==> config.mk <==
export PLATFORM = sky130hd
export DESIGN_NAME = adc_capture_ctrl
export DESIGN_NICKNAME = d
export VERILOG_FILES = /design/src/rtl/adc_cap_pkg.sv /design/src/rtl/adc_rst_sync.sv /design/src/rtl/adc_conv_timer.sv /design/src/rtl/adc_code_fmt.sv /design/src/rtl/adc_result_stage.sv /design/src/rtl/adc_capture_ctrl.sv
export SDC_FILE = /design/constraint.sdc
export NUM_CORES = 1
export LEC_CHECK = 0
export BUFFER_PORTS_ARGS = -buffer_cell sky130_fd_sc_hd__buf_2
export CAP_MARGIN = 20
export CORE_AREA = 2 2 88 90
export DETAILED_ROUTE_END_ITERATION = 6
export DIE_AREA = 0 0 90 92
export PLACE_DENSITY = 0.78
export SYNTH_ARGS = -nofsm -noshare
export SYNTH_HDL_FRONTEND = slang
export SYNTH_SLANG_ARGS = --single-unit
==> constraint.sdc <==
create_clock -name clk -period 2.9 [get_ports clk]
set_input_delay 0.29 -clock clk [delete_from_list [all_inputs] [get_ports clk]]
set_output_delay 0.29 -clock clk [all_outputs]
set_load 0.05 [all_outputs]
==> src/rtl/adc_cap_pkg.sv <==
package adc_cap_pkg;
  localparam int unsigned CODE_W = 14;

  typedef struct packed {
    logic              ovf;
    logic [CODE_W-1:0] code;
  } raw_word_t;

  typedef struct packed {
    logic                     ovf;
    logic signed [CODE_W-1:0] value;
  } result_t;
endpackage

==> src/rtl/adc_rst_sync.sv <==
module adc_rst_sync #(
  parameter int unsigned STAGES = 2
) (
  input  logic clk,
  input  logic rst_n,
  output logic rst_sync_n
);
  logic [STAGES-1:0] chain_q;

  always_ff @(posedge clk or negedge rst_n) begin
    if (!rst_n) chain_q <= '0;
    else        chain_q <= {chain_q[STAGES-2:0], 1'b1};
  end

  assign rst_sync_n = chain_q[STAGES-1];
endmodule

==> src/rtl/adc_conv_timer.sv <==
module adc_conv_timer #(
  parameter int unsigned PER_W   = 8,
  parameter int unsigned DEF_PER = 10,
  parameter int unsigned DEF_HI  = 5
) (
  input  logic             clk,
  input  logic             rst_n,
  input  logic             run,
  input  logic [PER_W-1:0] per_cfg,
  input  logic [PER_W-1:0] hi_cfg,
  output logic             start_o,
  output logic             cap_o,
  output logic             active_o
);
  localparam logic [PER_W-1:0] MIN_PER = PER_W'(2);
  localparam logic [PER_W-1:0] ONE     = PER_W'(1);

  logic             active_q, active_d;
  logic [PER_W-1:0] cnt_q, cnt_d;
  logic [PER_W-1:0] per_q, per_d;
  logic [PER_W-1:0] hi_q, hi_d;
  logic [PER_W-1:0] per_eff, hi_eff;

  // clamp the requested timing
  always_comb begin
    per_eff = (per_cfg < MIN_PER) ? MIN_PER : per_cfg;
    if (hi_cfg == '0)          hi_eff = ONE;
    else if (hi_cfg >= per_eff) hi_eff = per_eff - ONE;
    else                        hi_eff = hi_cfg;
  end

  always_comb begin
    active_d = active_q;
    cnt_d    = cnt_q;
    per_d    = per_q;
    hi_d     = hi_q;
    if (!run) begin
      active_d = 1'b0;
      cnt_d    = '0;
    end else if (!active_q) begin
      active_d = 1'b1;
      cnt_d    = '0;
      per_d    = per_eff;
      hi_d     = hi_eff;
    end else if (cnt_q == per_q - ONE) begin
      cnt_d = '0;
      per_d = per_eff;
      hi_d  = hi_eff;
    end else begin
      cnt_d = cnt_q + ONE;
    end
  end

  always_ff @(posedge clk or negedge rst_n) begin
    if (!rst_n) begin
      active_q <= 1'b0;
      cnt_q    <= '0;
      per_q    <= PER_W'(DEF_PER);
      hi_q     <= PER_W'(DEF_HI);
    end else begin
      active_q <= active_d;
      cnt_q    <= cnt_d;
      per_q    <= per_d;
      hi_q     <= hi_d;
    end
  end

  assign start_o  = active_q && (cnt_q < hi_q);
  assign cap_o    = active_q && (cnt_q == hi_q);
  assign active_o = active_q;
endmodule

==> src/rtl/adc_code_fmt.sv <==
module adc_code_fmt
  import adc_cap_pkg::*;
(
  input  raw_word_t raw_i,
  output result_t   res_o
);
  // complementary offset binary: keep the top bit, flip the rest
  always_comb begin
    res_o.ovf   = raw_i.ovf;
    res_o.value = {raw_i.code[CODE_W-1], ~raw_i.code[CODE_W-2:0]};
  end
endmodule

==> src/rtl/adc_result_stage.sv <==
module adc_result_stage
  import adc_cap_pkg::*;
#(
  parameter int unsigned IDX_W = 16
) (
  input  logic             clk,
  input  logic             rst_n,
  input  logic             run,
  input  logic             cap,
  input  result_t          res_i,
  input  logic             ready_i,
  output logic             valid_o,
  output result_t          res_o,
  output logic [IDX_W-1:0] idx_o,
  output logic             missed_o
);
  logic             primed_q, primed_d;
  logic [IDX_W-1:0] seq_q, seq_d;
  logic             valid_q, valid_d;
  result_t          res_q, res_d;
  logic [IDX_W-1:0] idx_q, idx_d;
  logic             missed_q, missed_d;

  always_comb begin
    primed_d = primed_q;
    seq_d    = seq_q;
    valid_d  = valid_q;
    res_d    = res_q;
    idx_d    = idx_q;
    missed_d = missed_q;
    if (!run) begin
      primed_d = 1'b0;
      seq_d    = '0;
      valid_d  = 1'b0;
      missed_d = 1'b0;
    end else begin
      if (valid_q && ready_i) valid_d = 1'b0;
      if (cap) begin
        if (!primed_q) begin
          primed_d = 1'b1;
        end else begin
          if (valid_q && !ready_i) missed_d = 1'b1;
          valid_d = 1'b1;
          res_d   = res_i;
          idx_d   = seq_q;
          seq_d   = seq_q + IDX_W'(1);
        end
      end
    end
  end

  always_ff @(posedge clk or negedge rst_n) begin
    if (!rst_n) begin
      primed_q <= 1'b0;
      seq_q    <= '0;
      valid_q  <= 1'b0;
      res_q    <= '0;
      idx_q    <= '0;
      missed_q <= 1'b0;
    end else begin
      primed_q <= primed_d;
      seq_q    <= seq_d;
      valid_q  <= valid_d;
      res_q    <= res_d;
      idx_q    <= idx_d;
      missed_q <= missed_d;
    end
  end

  assign valid_o  = valid_q;
  assign res_o    = res_q;
  assign idx_o    = idx_q;
  assign missed_o = missed_q;
endmodule

==> src/rtl/adc_capture_ctrl.sv <==
module adc_capture_ctrl
  import adc_cap_pkg::*;
#(
  parameter int unsigned PER_W   = 8,
  parameter int unsigned IDX_W   = 16,
  parameter int unsigned DEF_PER = 10,
  parameter int unsigned DEF_HI  = 5
) (
  input  logic                     clk,
  input  logic                     rst_n,
  input  logic                     enable,
  input  logic [PER_W-1:0]         period_cfg,
  input  logic [PER_W-1:0]         high_cfg,
  input  logic [CODE_W-1:0]        adc_data_i,
  input  logic                     adc_ovf_i,
  output logic                     adc_start_o,
  output logic                     adc_oe_n_o,
  output logic                     out_valid_o,
  input  logic                     out_ready_i,
  output logic signed [CODE_W-1:0] out_data_o,
  output logic                     out_ovf_o,
  output logic [IDX_W-1:0]         out_index_o,
  output logic                     missed_o
);
  logic      rst_int_n;
  logic      run;
  logic      cap;
  logic      active;
  raw_word_t raw;
  result_t   fmt_res, out_res;

  adc_rst_sync #(.STAGES(2)) u_rst (
    .clk        (clk),
    .rst_n      (rst_n),
    .rst_sync_n (rst_int_n)
  );

  assign run = enable;

  adc_conv_timer #(
    .PER_W   (PER_W),
    .DEF_PER (DEF_PER),
    .DEF_HI  (DEF_HI)
  ) u_timer (
    .clk      (clk),
    .rst_n    (rst_int_n),
    .run      (run),
    .per_cfg  (period_cfg),
    .hi_cfg   (high_cfg),
    .start_o  (adc_start_o),
    .cap_o    (cap),
    .active_o (active)
  );

  assign raw.code = adc_data_i;
  assign raw.ovf  = adc_ovf_i;

  adc_code_fmt u_fmt (
    .raw_i (raw),
    .res_o (fmt_res)
  );

  adc_result_stage #(.IDX_W(IDX_W)) u_stage (
    .clk      (clk),
    .rst_n    (rst_int_n),
    .run      (run),
    .cap      (cap),
    .res_i    (fmt_res),
    .ready_i  (out_ready_i),
    .valid_o  (out_valid_o),
    .res_o    (out_res),
    .idx_o    (out_index_o),
    .missed_o (missed_o)
  );

  assign adc_oe_n_o = !active;
  assign out_data_o = out_res.value;
  assign out_ovf_o  = out_res.ovf;
endmodule

==> results of run 1 <==
[stage by stage]
stage	instances	total power, µW	hold WS, ps	util
2_1_floorplan	367	1430	-5.59	-
3_3_place_gp	536	1510	79.9	0.598
3_5_place_dp	536	1530	81.2	0.598
4_1_cts	552	2330	115	0.625
5_1_grt	552	2410	126	0.625
6_report	552	2310	128	0.625
[power breakdown]
part           switching (µW)  total [µW]  leakage (µW)  internal (µW)
sequential               56.4        1190       0.00103           1130
combinational             168         325       0.00124            157
clock                     384         800     0.0000992            416
[area by class of cell]
class                   count  area (µm²)
clock buffers              11         141
clock inverters             4        48.8
fillers                   648        2800
inverters                  24        90.1
multi-input cells         256        1880
flip-flops and latches     77        1930
well taps                 102         128
repair buffers             78         428
[metal layers]
layer | share of wire | vias to the layer above
met2 | 0.51 | 71
met1 | 0.43 | 1446
met4 | 0.018 | 0
met3 | 0.045 | 15
met5 | 0 | -
li1 | - | 1418
[synthesized netlist by cell type (4+ instances only)]
library cell and instances:
sky130_fd_sc_hd__xnor2_1 19, sky130_fd_sc_hd__nor3_1 5, sky130_fd_sc_hd__dfrtp_1 73, sky130_fd_sc_hd__clkbuf_1 7, sky130_fd_sc_hd__dfstp_2 4, sky130_fd_sc_hd__and3_1 5, sky130_fd_sc_hd__and2_1 9, sky130_fd_sc_hd__a21oi_1 11
sky130_fd_sc_hd__or3_1 7, sky130_fd_sc_hd__xor2_1 13, sky130_fd_sc_hd__inv_1 24, sky130_fd_sc_hd__nor2_1 19, sky130_fd_sc_hd__mux2_4 6, sky130_fd_sc_hd__a21boi_0 5, sky130_fd_sc_hd__nand3_1 14, sky130_fd_sc_hd__ha_1 20
sky130_fd_sc_hd__nand4_1 5, sky130_fd_sc_hd__o21ai_0 27, sky130_fd_sc_hd__nor2b_1 5, sky130_fd_sc_hd__mux2_2 24, sky130_fd_sc_hd__mux2i_1 9, sky130_fd_sc_hd__nand2_1 28
[sequential cells by signal (all words and copies together), names as in the netlist]
register and count:
u_timer.cnt_q 8, u_timer.hi_q 8, u_stage.missed_o 1, u_stage.valid_o 1, u_stage.res_o 15, u_stage.seq_q 16
u_stage.idx_o 16, u_timer.active_o 1, u_timer.per_q 8, u_stage.primed_q 1, u_rst.chain_q 2
[cell families after synthesis]
logic type	share of synthesized area
other cells	0.000945
buf+inv	0.0382
mux	0.114
fa+ha+maj	0.0631
flops	0.487
xor+xnor	0.0707
compound gates	0.0823
simple gates	0.144
[repair_timing]
item / 4_1_cts / 5_1_grt
gates resized for setup: 0 / 0
hold endpoints to repair: 2 / 0
hold buffers: 1 / 0
buffers inserted: 0 / 0
[path summary, 6_finish.rpt]
| path | start | endpoint | cells past startpoint |
|---|---|---|---|
| hold / removal | adc_data_i[10] | u_stage.res_o[10] | 2 |
| setup reg to reg | u_timer.per_q[2] | u_timer.per_q[2] | 7 |
| setup / recovery | u_timer.per_q[2] | u_timer.per_q[2] | 7 |
| hold reg to reg | u_rst.chain_q[1] | u_stage.seq_q[3] | 0 |
| max in group asynchronous | u_rst.chain_q[1] | u_timer.per_q[1] | 1 |
| min in group asynchronous | rst_n | u_rst.chain_q[0] | 2 |
==> results.tsv, run 1 <==
stage	metric	value	unit
sta	Fmax	383	MHz
sta	clock tree skew after final layout	13.8	ps
final_layout	most frequent cells in the layout	72 x sky130_fd_sc_hd__dfrtp_1, 69 x sky130_fd_sc_hd__buf_2, 28 x sky130_fd_sc_hd__nand2_1	
critical_path	classification of the worst setup path	reg -> reg	
job	max-cap viol count	0	
sta	max_slew headroom	0.495	
sta	Pins Over Slew Limit	0	
route	drc violations	0	
critical_path	worst path arrival time	2830	ps
place	number of input and output port buffers inserted	69	
grt	total grt overflow	0	
clock_tree	clock tree from TritonCTS	done	
synthesis	yosys warns	0	
synthesis	number of nets produced by synthesis	422	
synthesis	count of cell types in the netlist	46	
final_layout	final design area excluding fillers	4650	µm²
clock_tree	TritonCTS sink count	77	
route	remaining antenna violation count	0	
clock_tree	clock latency on the worst-skew pair	340	ps
sta	final clock period utilization by the worst path	0.900	
place	standard cell area after detailed placement	4450	µm²
synthesis	number of enable flip-flop cells after synthesis	0	
sta	transition time of the tightest slew-check pin	758	ps
min_path	class of the worst hold path	in -> reg	
sta	time the final worst path needs with I/O delays and setup	2610	ps
synthesis	proportion of netlist area held by the largest area contributor	0.461	
synthesis	cell taking the most area after synthesis	sky130_fd_sc_hd__dfrtp_1	
sta	final total negative setup slack	0	ps
grt	M2 GR Usage	0.351	
grt	total routing resource utilization after global routing	0.205	
place	placer's final routability congestion estimate	0.857	
critical_path	r2r setup slk	290	ps
critical_path	maximum cell stage delay along the critical path	510	ps
pwr	leakage power	0.00236	µW
grt	global-route wire length before repair	13600	µm
sta	setup repair after global routing missed its margin	no	
clock_tree	number of buffers inserted during clock tree synthesis	9	
die	starting density of the core	0.533	
die	area of the die	8280	µm²
final_layout	count of inserted antenna diode cells	0	
grt	global-route layer with the greatest usage	met2	
critical_path	Worst setup EP type	flop	
synthesis	Yosys reg bits	77	
die	Die H	92	µm
die	Std-Cell Core Area	7450	µm²
synthesis	average footprint of a synthesized cell	10.8	µm²
grt	largest net degree at the start of global routing	45	
grt	number of antenna violations at the first check in global routing	0	
sta	slack of the critical path	290	ps
grt	met3 usage in global routing	0.0279	
synthesis	Post-Synthesis Cell Area	3970	µm²
grt	met1 Track Usage GR	0.263	
final_layout	most common cell after layout, fill and taps aside	sky130_fd_sc_hd__dfrtp_1	
final_layout	ratio of cells with drive above 1 in the final layout	0.293	
place	DP HPWL	5920	µm
critical_path	Critical Path Source Type	flop	
clock_tree	Max Root-Sink Buffers	2	
synthesis	Post-Synthesis Cells	367	
route	Wirelength per Cell	14.8	µm
sta	setup-violating endpoint count in the final report	0	
critical_path	Max stage delay cell, worst path	sky130_fd_sc_hd__or4_4	
clock_tree	number of levels in the clock H-tree	3	
sta	total count of hold-check failures in the final report	0	
critical_path	series of cell instances along the critical path	or4_4 > or3_1 > a211oi_2 > nand4_2 > a21boi_4 > buf_12 > mux2_2	
clock_tree	clock-pin transition on the worst setup and hold timing paths	80	ps
route	average via count per standard cell	5.34	
route	Iteration-0 DRC Markers	100	
route	via count of the routed design	2950	
synthesis	fraction of the yosys area taken by sequential cells	0.487	
place	worst-case setup slack after placement	87.6	ps
die	Chip Width	90	µm
critical_path	data required time at the worst endpoint	3120	ps
final_layout	final-stage net count	501	
synthesis	ranking of synthesized cells by area	sky130_fd_sc_hd__dfrtp_1 46%, sky130_fd_sc_hd__mux2_2 6.8%, sky130_fd_sc_hd__ha_1 6.3%	
die	row cnt	32	
critical_path	Crit path max-delay family	simple AND/OR/NAND/NOR gates	
grt	vias in the first global route	2883	
die	Top Ports	70	
pwr	worst ir drop on vdd	0.000298	V
final_layout	Area Overhead vs Synth	17.3	%
synthesis	FFs w/ async S/R, synth	1.00	
route	detailed-routing iteration count for the pre-antenna-repair pass	4	
route	post-detailed-routing wire length	8190	µm
pwr	power density relative to cell area	497	nW/µm²
synthesis	most common flop cell mapped by yosys	sky130_fd_sc_hd__dfrtp_1	
critical_path	Bufs and invs on worst path	1	
clock_tree	clk root buf	sky130_fd_sc_hd__clkbuf_8	
critical_path	worst-path maximum fanout	16	
status	run status	finished clean	
(Power assumes the default switching activity.)
==> run 2: changes to the inputs <==
--- a/config.mk
+++ b/config.mk
@@ -7,10 +7,12 @@
 export LEC_CHECK = 0
 export BUFFER_PORTS_ARGS = -buffer_cell sky130_fd_sc_hd__buf_2
 export CAP_MARGIN = 20
-export CORE_AREA = 2 2 88 90
+export CELL_PAD_IN_SITES_DETAIL_PLACEMENT = 0
+export CELL_PAD_IN_SITES_GLOBAL_PLACEMENT = 1
+export CORE_AREA = 2 2 98 100
 export DETAILED_ROUTE_END_ITERATION = 6
-export DIE_AREA = 0 0 90 92
-export PLACE_DENSITY = 0.78
+export DIE_AREA = 0 0 100 102
+export PLACE_DENSITY_LB_ADDON = 0.1
 export SYNTH_ARGS = -nofsm -noshare
 export SYNTH_HDL_FRONTEND = slang
 export SYNTH_SLANG_ARGS = --single-unit
==> results.tsv, run 2 (synthesized netlist as in run 1, its figures left out) <==
stage	metric	value	unit	change
status	run status	finished clean		
critical_path	Max stage delay cell, worst path	sky130_fd_sc_hd__or4_4		
sta	final clock period utilization by the worst path	0.901		+0.00116
pwr	worst ir drop on vdd	0.000244	V	-18%
die	area of the die	10200	µm²	+23%
critical_path	worst path arrival time	2840	ps	about the same
route	post-detailed-routing wire length	8290	µm	+1.2%
critical_path	Critical Path Source Type	flop		
sta	setup-violating endpoint count in the final report	0		unchanged
sta	total count of hold-check failures in the final report	0		unchanged
critical_path	endpoint of the worst register-to-register path	u_timer.per_q[2]		
clock_tree	TritonCTS sink count	77		unchanged
final_layout	Area Overhead vs Synth	17.6	%	
grt	global-route wire length before repair	13700	µm	+0.65%
grt	total routing resource utilization after global routing	0.173		-0.0319
min_path	worst hold endpoint	u_stage.res_o[9]		
sta	time the final worst path needs with I/O delays and setup	2610	ps	+3.37 ps
sta	Pins Over Slew Limit	0		unchanged
final_layout	most common cell after layout, fill and taps aside	sky130_fd_sc_hd__dfrtp_1		
critical_path	maximum cell stage delay along the critical path	510	ps	about the same
min_path	Hold Crit Start	adc_data_i[9]		
clock_tree	clock-pin transition on the worst setup and hold timing paths	80	ps	about the same
grt	number of antenna violations at the first check in global routing	0		unchanged
critical_path	origin of the critical flop-to-flop path	u_timer.per_q[2]		
critical_path	classification of the worst setup path	reg -> reg		
place	DP HPWL	5950	µm	+0.52%
place	placer's final routability congestion estimate	0.886		+3.4%
sta	worst hold slack across all endpoints	127	ps	-0.589 ps
critical_path	r2r setup slk	290	ps	about the same
die	Std-Cell Core Area	9110	µm²	+22%
final_layout	count of inserted antenna diode cells	0		unchanged
pwr	power density relative to cell area	496	nW/µm²	-0.20%
critical_path	worst-path maximum fanout	16		unchanged
min_path	class of the worst hold path	in -> reg		
clock_tree	Max Root-Sink Buffers	2		unchanged
die	Chip Width	100	µm	+11%
place	worst-case setup slack after placement	151	ps	+63.0 ps
route	detailed-routing iteration count for the pre-antenna-repair pass	4		unchanged
route	remaining antenna violation count	0		unchanged
critical_path	series of cell instances along the critical path	or4_4 > or3_1 > a211oi_2 > nand4_2 > a21boi_4 > buf_12 > mux2_2		
clock_tree	clock latency on the worst-skew pair	340	ps	about the same
critical_path	data required time at the worst endpoint	3130	ps	about the same
grt	largest net degree at the start of global routing	76		+69%
clock_tree	number of buffers inserted during clock tree synthesis	9		unchanged
die	starting density of the core	0.435		-0.0972
final_layout	final-stage net count	501		unchanged
clock_tree	number of levels in the clock H-tree	3		unchanged
pwr	leakage power	0.00235	µW	-0.58%
die	Top Ports	70		unchanged
sta	max_slew headroom	0.359		-0.135
route	Wirelength per Cell	14.8	µm	-0.56%
sta	slack of the critical path	287	ps	-3.37 ps
route	drc violations	0		unchanged
route	Iteration-0 DRC Markers	78		-22%
clock_tree	clk root buf	sky130_fd_sc_hd__clkbuf_8		
sta	final total negative setup slack	0	ps	unchanged
clock_tree	clock tree from TritonCTS	done		
clock_tree	count of instances resized after the clock tree is built	0		unchanged
min_path	number of stages on the worst hold path	2		unchanged
place	number of input and output port buffers inserted	69		unchanged
critical_path	path depth of the worst reg2reg path	7		unchanged
final_layout	most frequent cells in the layout	72 x sky130_fd_sc_hd__dfrtp_1, 69 x sky130_fd_sc_hd__buf_2, 28 x sky130_fd_sc_hd__nand2_1		
sta	clock tree skew after final layout	8.59	ps	-5.26 ps
job	max-cap viol count	0		unchanged
clock_tree	number of buffers inserted by post-CTS setup repair	0		unchanged
die	row cnt	35		+9.4%
grt	vias in the first global route	2801		-2.8%
route	via count of the routed design	2880		-2.4%
route	average via count per standard cell	5.12		-4.1%
sta	setup repair after global routing missed its margin	no		
sta	Fmax	383	MHz	-0.13%
grt	total grt overflow	0		unchanged
die	Die H	102	µm	+11%
sta	transition time of the tightest slew-check pin	961	ps	+203 ps
critical_path	Worst setup EP type	flop		
final_layout	ratio of cells with drive above 1 in the final layout	0.293		-0.000650
==> run 2: cell types whose count changed in the layout (fill, tap and decap cells not counted), sizes merged <==
| cell | previous run | this run |
|---|---|---|
| clkinv | 3 | 0 |
| clkinvlp | 0 | 3 |
| inv | 24 | 25 |
==> run 2: worst max-delay path: cells and delay by family (launching register included) <==
family | cells | cell delay (ps)
simple gates | 3 | 1030
mux | 1 | 340
compound gates | 2 | 470
buf+inv | 1 | 180
flops | 1 | 470
==> run 2: how the worst max path moves through the flow <==
stage,depth (start not counted),slack [ps],start,endpoint
2_1_floorplan,12,140,period_cfg[3],u_timer.hi_q[4]
3_3_place_gp,13,240,period_cfg[3],u_timer.hi_q[6]
3_5_place_dp,13,150,period_cfg[3],u_timer.hi_q[6]
4_1_cts,7,280,u_timer.per_q[2],u_timer.per_q[5]
5_1_grt,13,160,period_cfg[3],u_timer.hi_q[6]
6_report,7,290,u_timer.per_q[2],u_timer.per_q[2]
==> run 2: area by class of cell <==
class                      instances  area, µm²
timing repair buffer              78        428
clock buffer                      11        131
multi-input combinational        256       1880
tap                              111        139
fill                             888       4440
sequential                        77       1930
clock inverter                     5       61.3
inverter                          24       90.1
==> run 2: per-stage QoR <==
| step | area, µm² | std cells | total power, µW | util |
|---|---|---|---|---|
| 3_5_place_dp | 4460 | 545 | 1530 | 0.490 |
| 4_1_cts | 4670 | 562 | 2340 | 0.512 |
| 5_1_grt | 4670 | 562 | 2430 | 0.512 |
| 6_report | 4670 | 562 | 2310 | 0.512 |
| 3_3_place_gp | 4460 | 545 | 1520 | 0.490 |
| 2_1_floorplan | 3970 | 367 | 1430 | - |
==> run 2: power by group <==
group / internal, µW / switching [µW] / leakage (µW)
Sequential: 1130 / 45.1 / 0.00103
Clock: 402 / 407 / 0.0000862
Combinational: 156 / 174 / 0.00123
Total: 1690 / 626 / 0.00235
==> run 2: metal layers <==
metal	vias to the layer above	track usage	wire length (µm)
li1	1422	-	-
met1	1400	0.240	3890
met2	50	0.275	4000
met3	8	0.0342	296
met4	0	0.0569	103
met5	-	0	0
==> run 2: what timing repair did <==
| item | 4_1_cts | 5_1_grt |
|---|---|---|
| hold buffers | 1 | 0 |
| hold endpoints to repair | 2 | 0 |
| endpoints found under the setup margin | 0 | 0 |
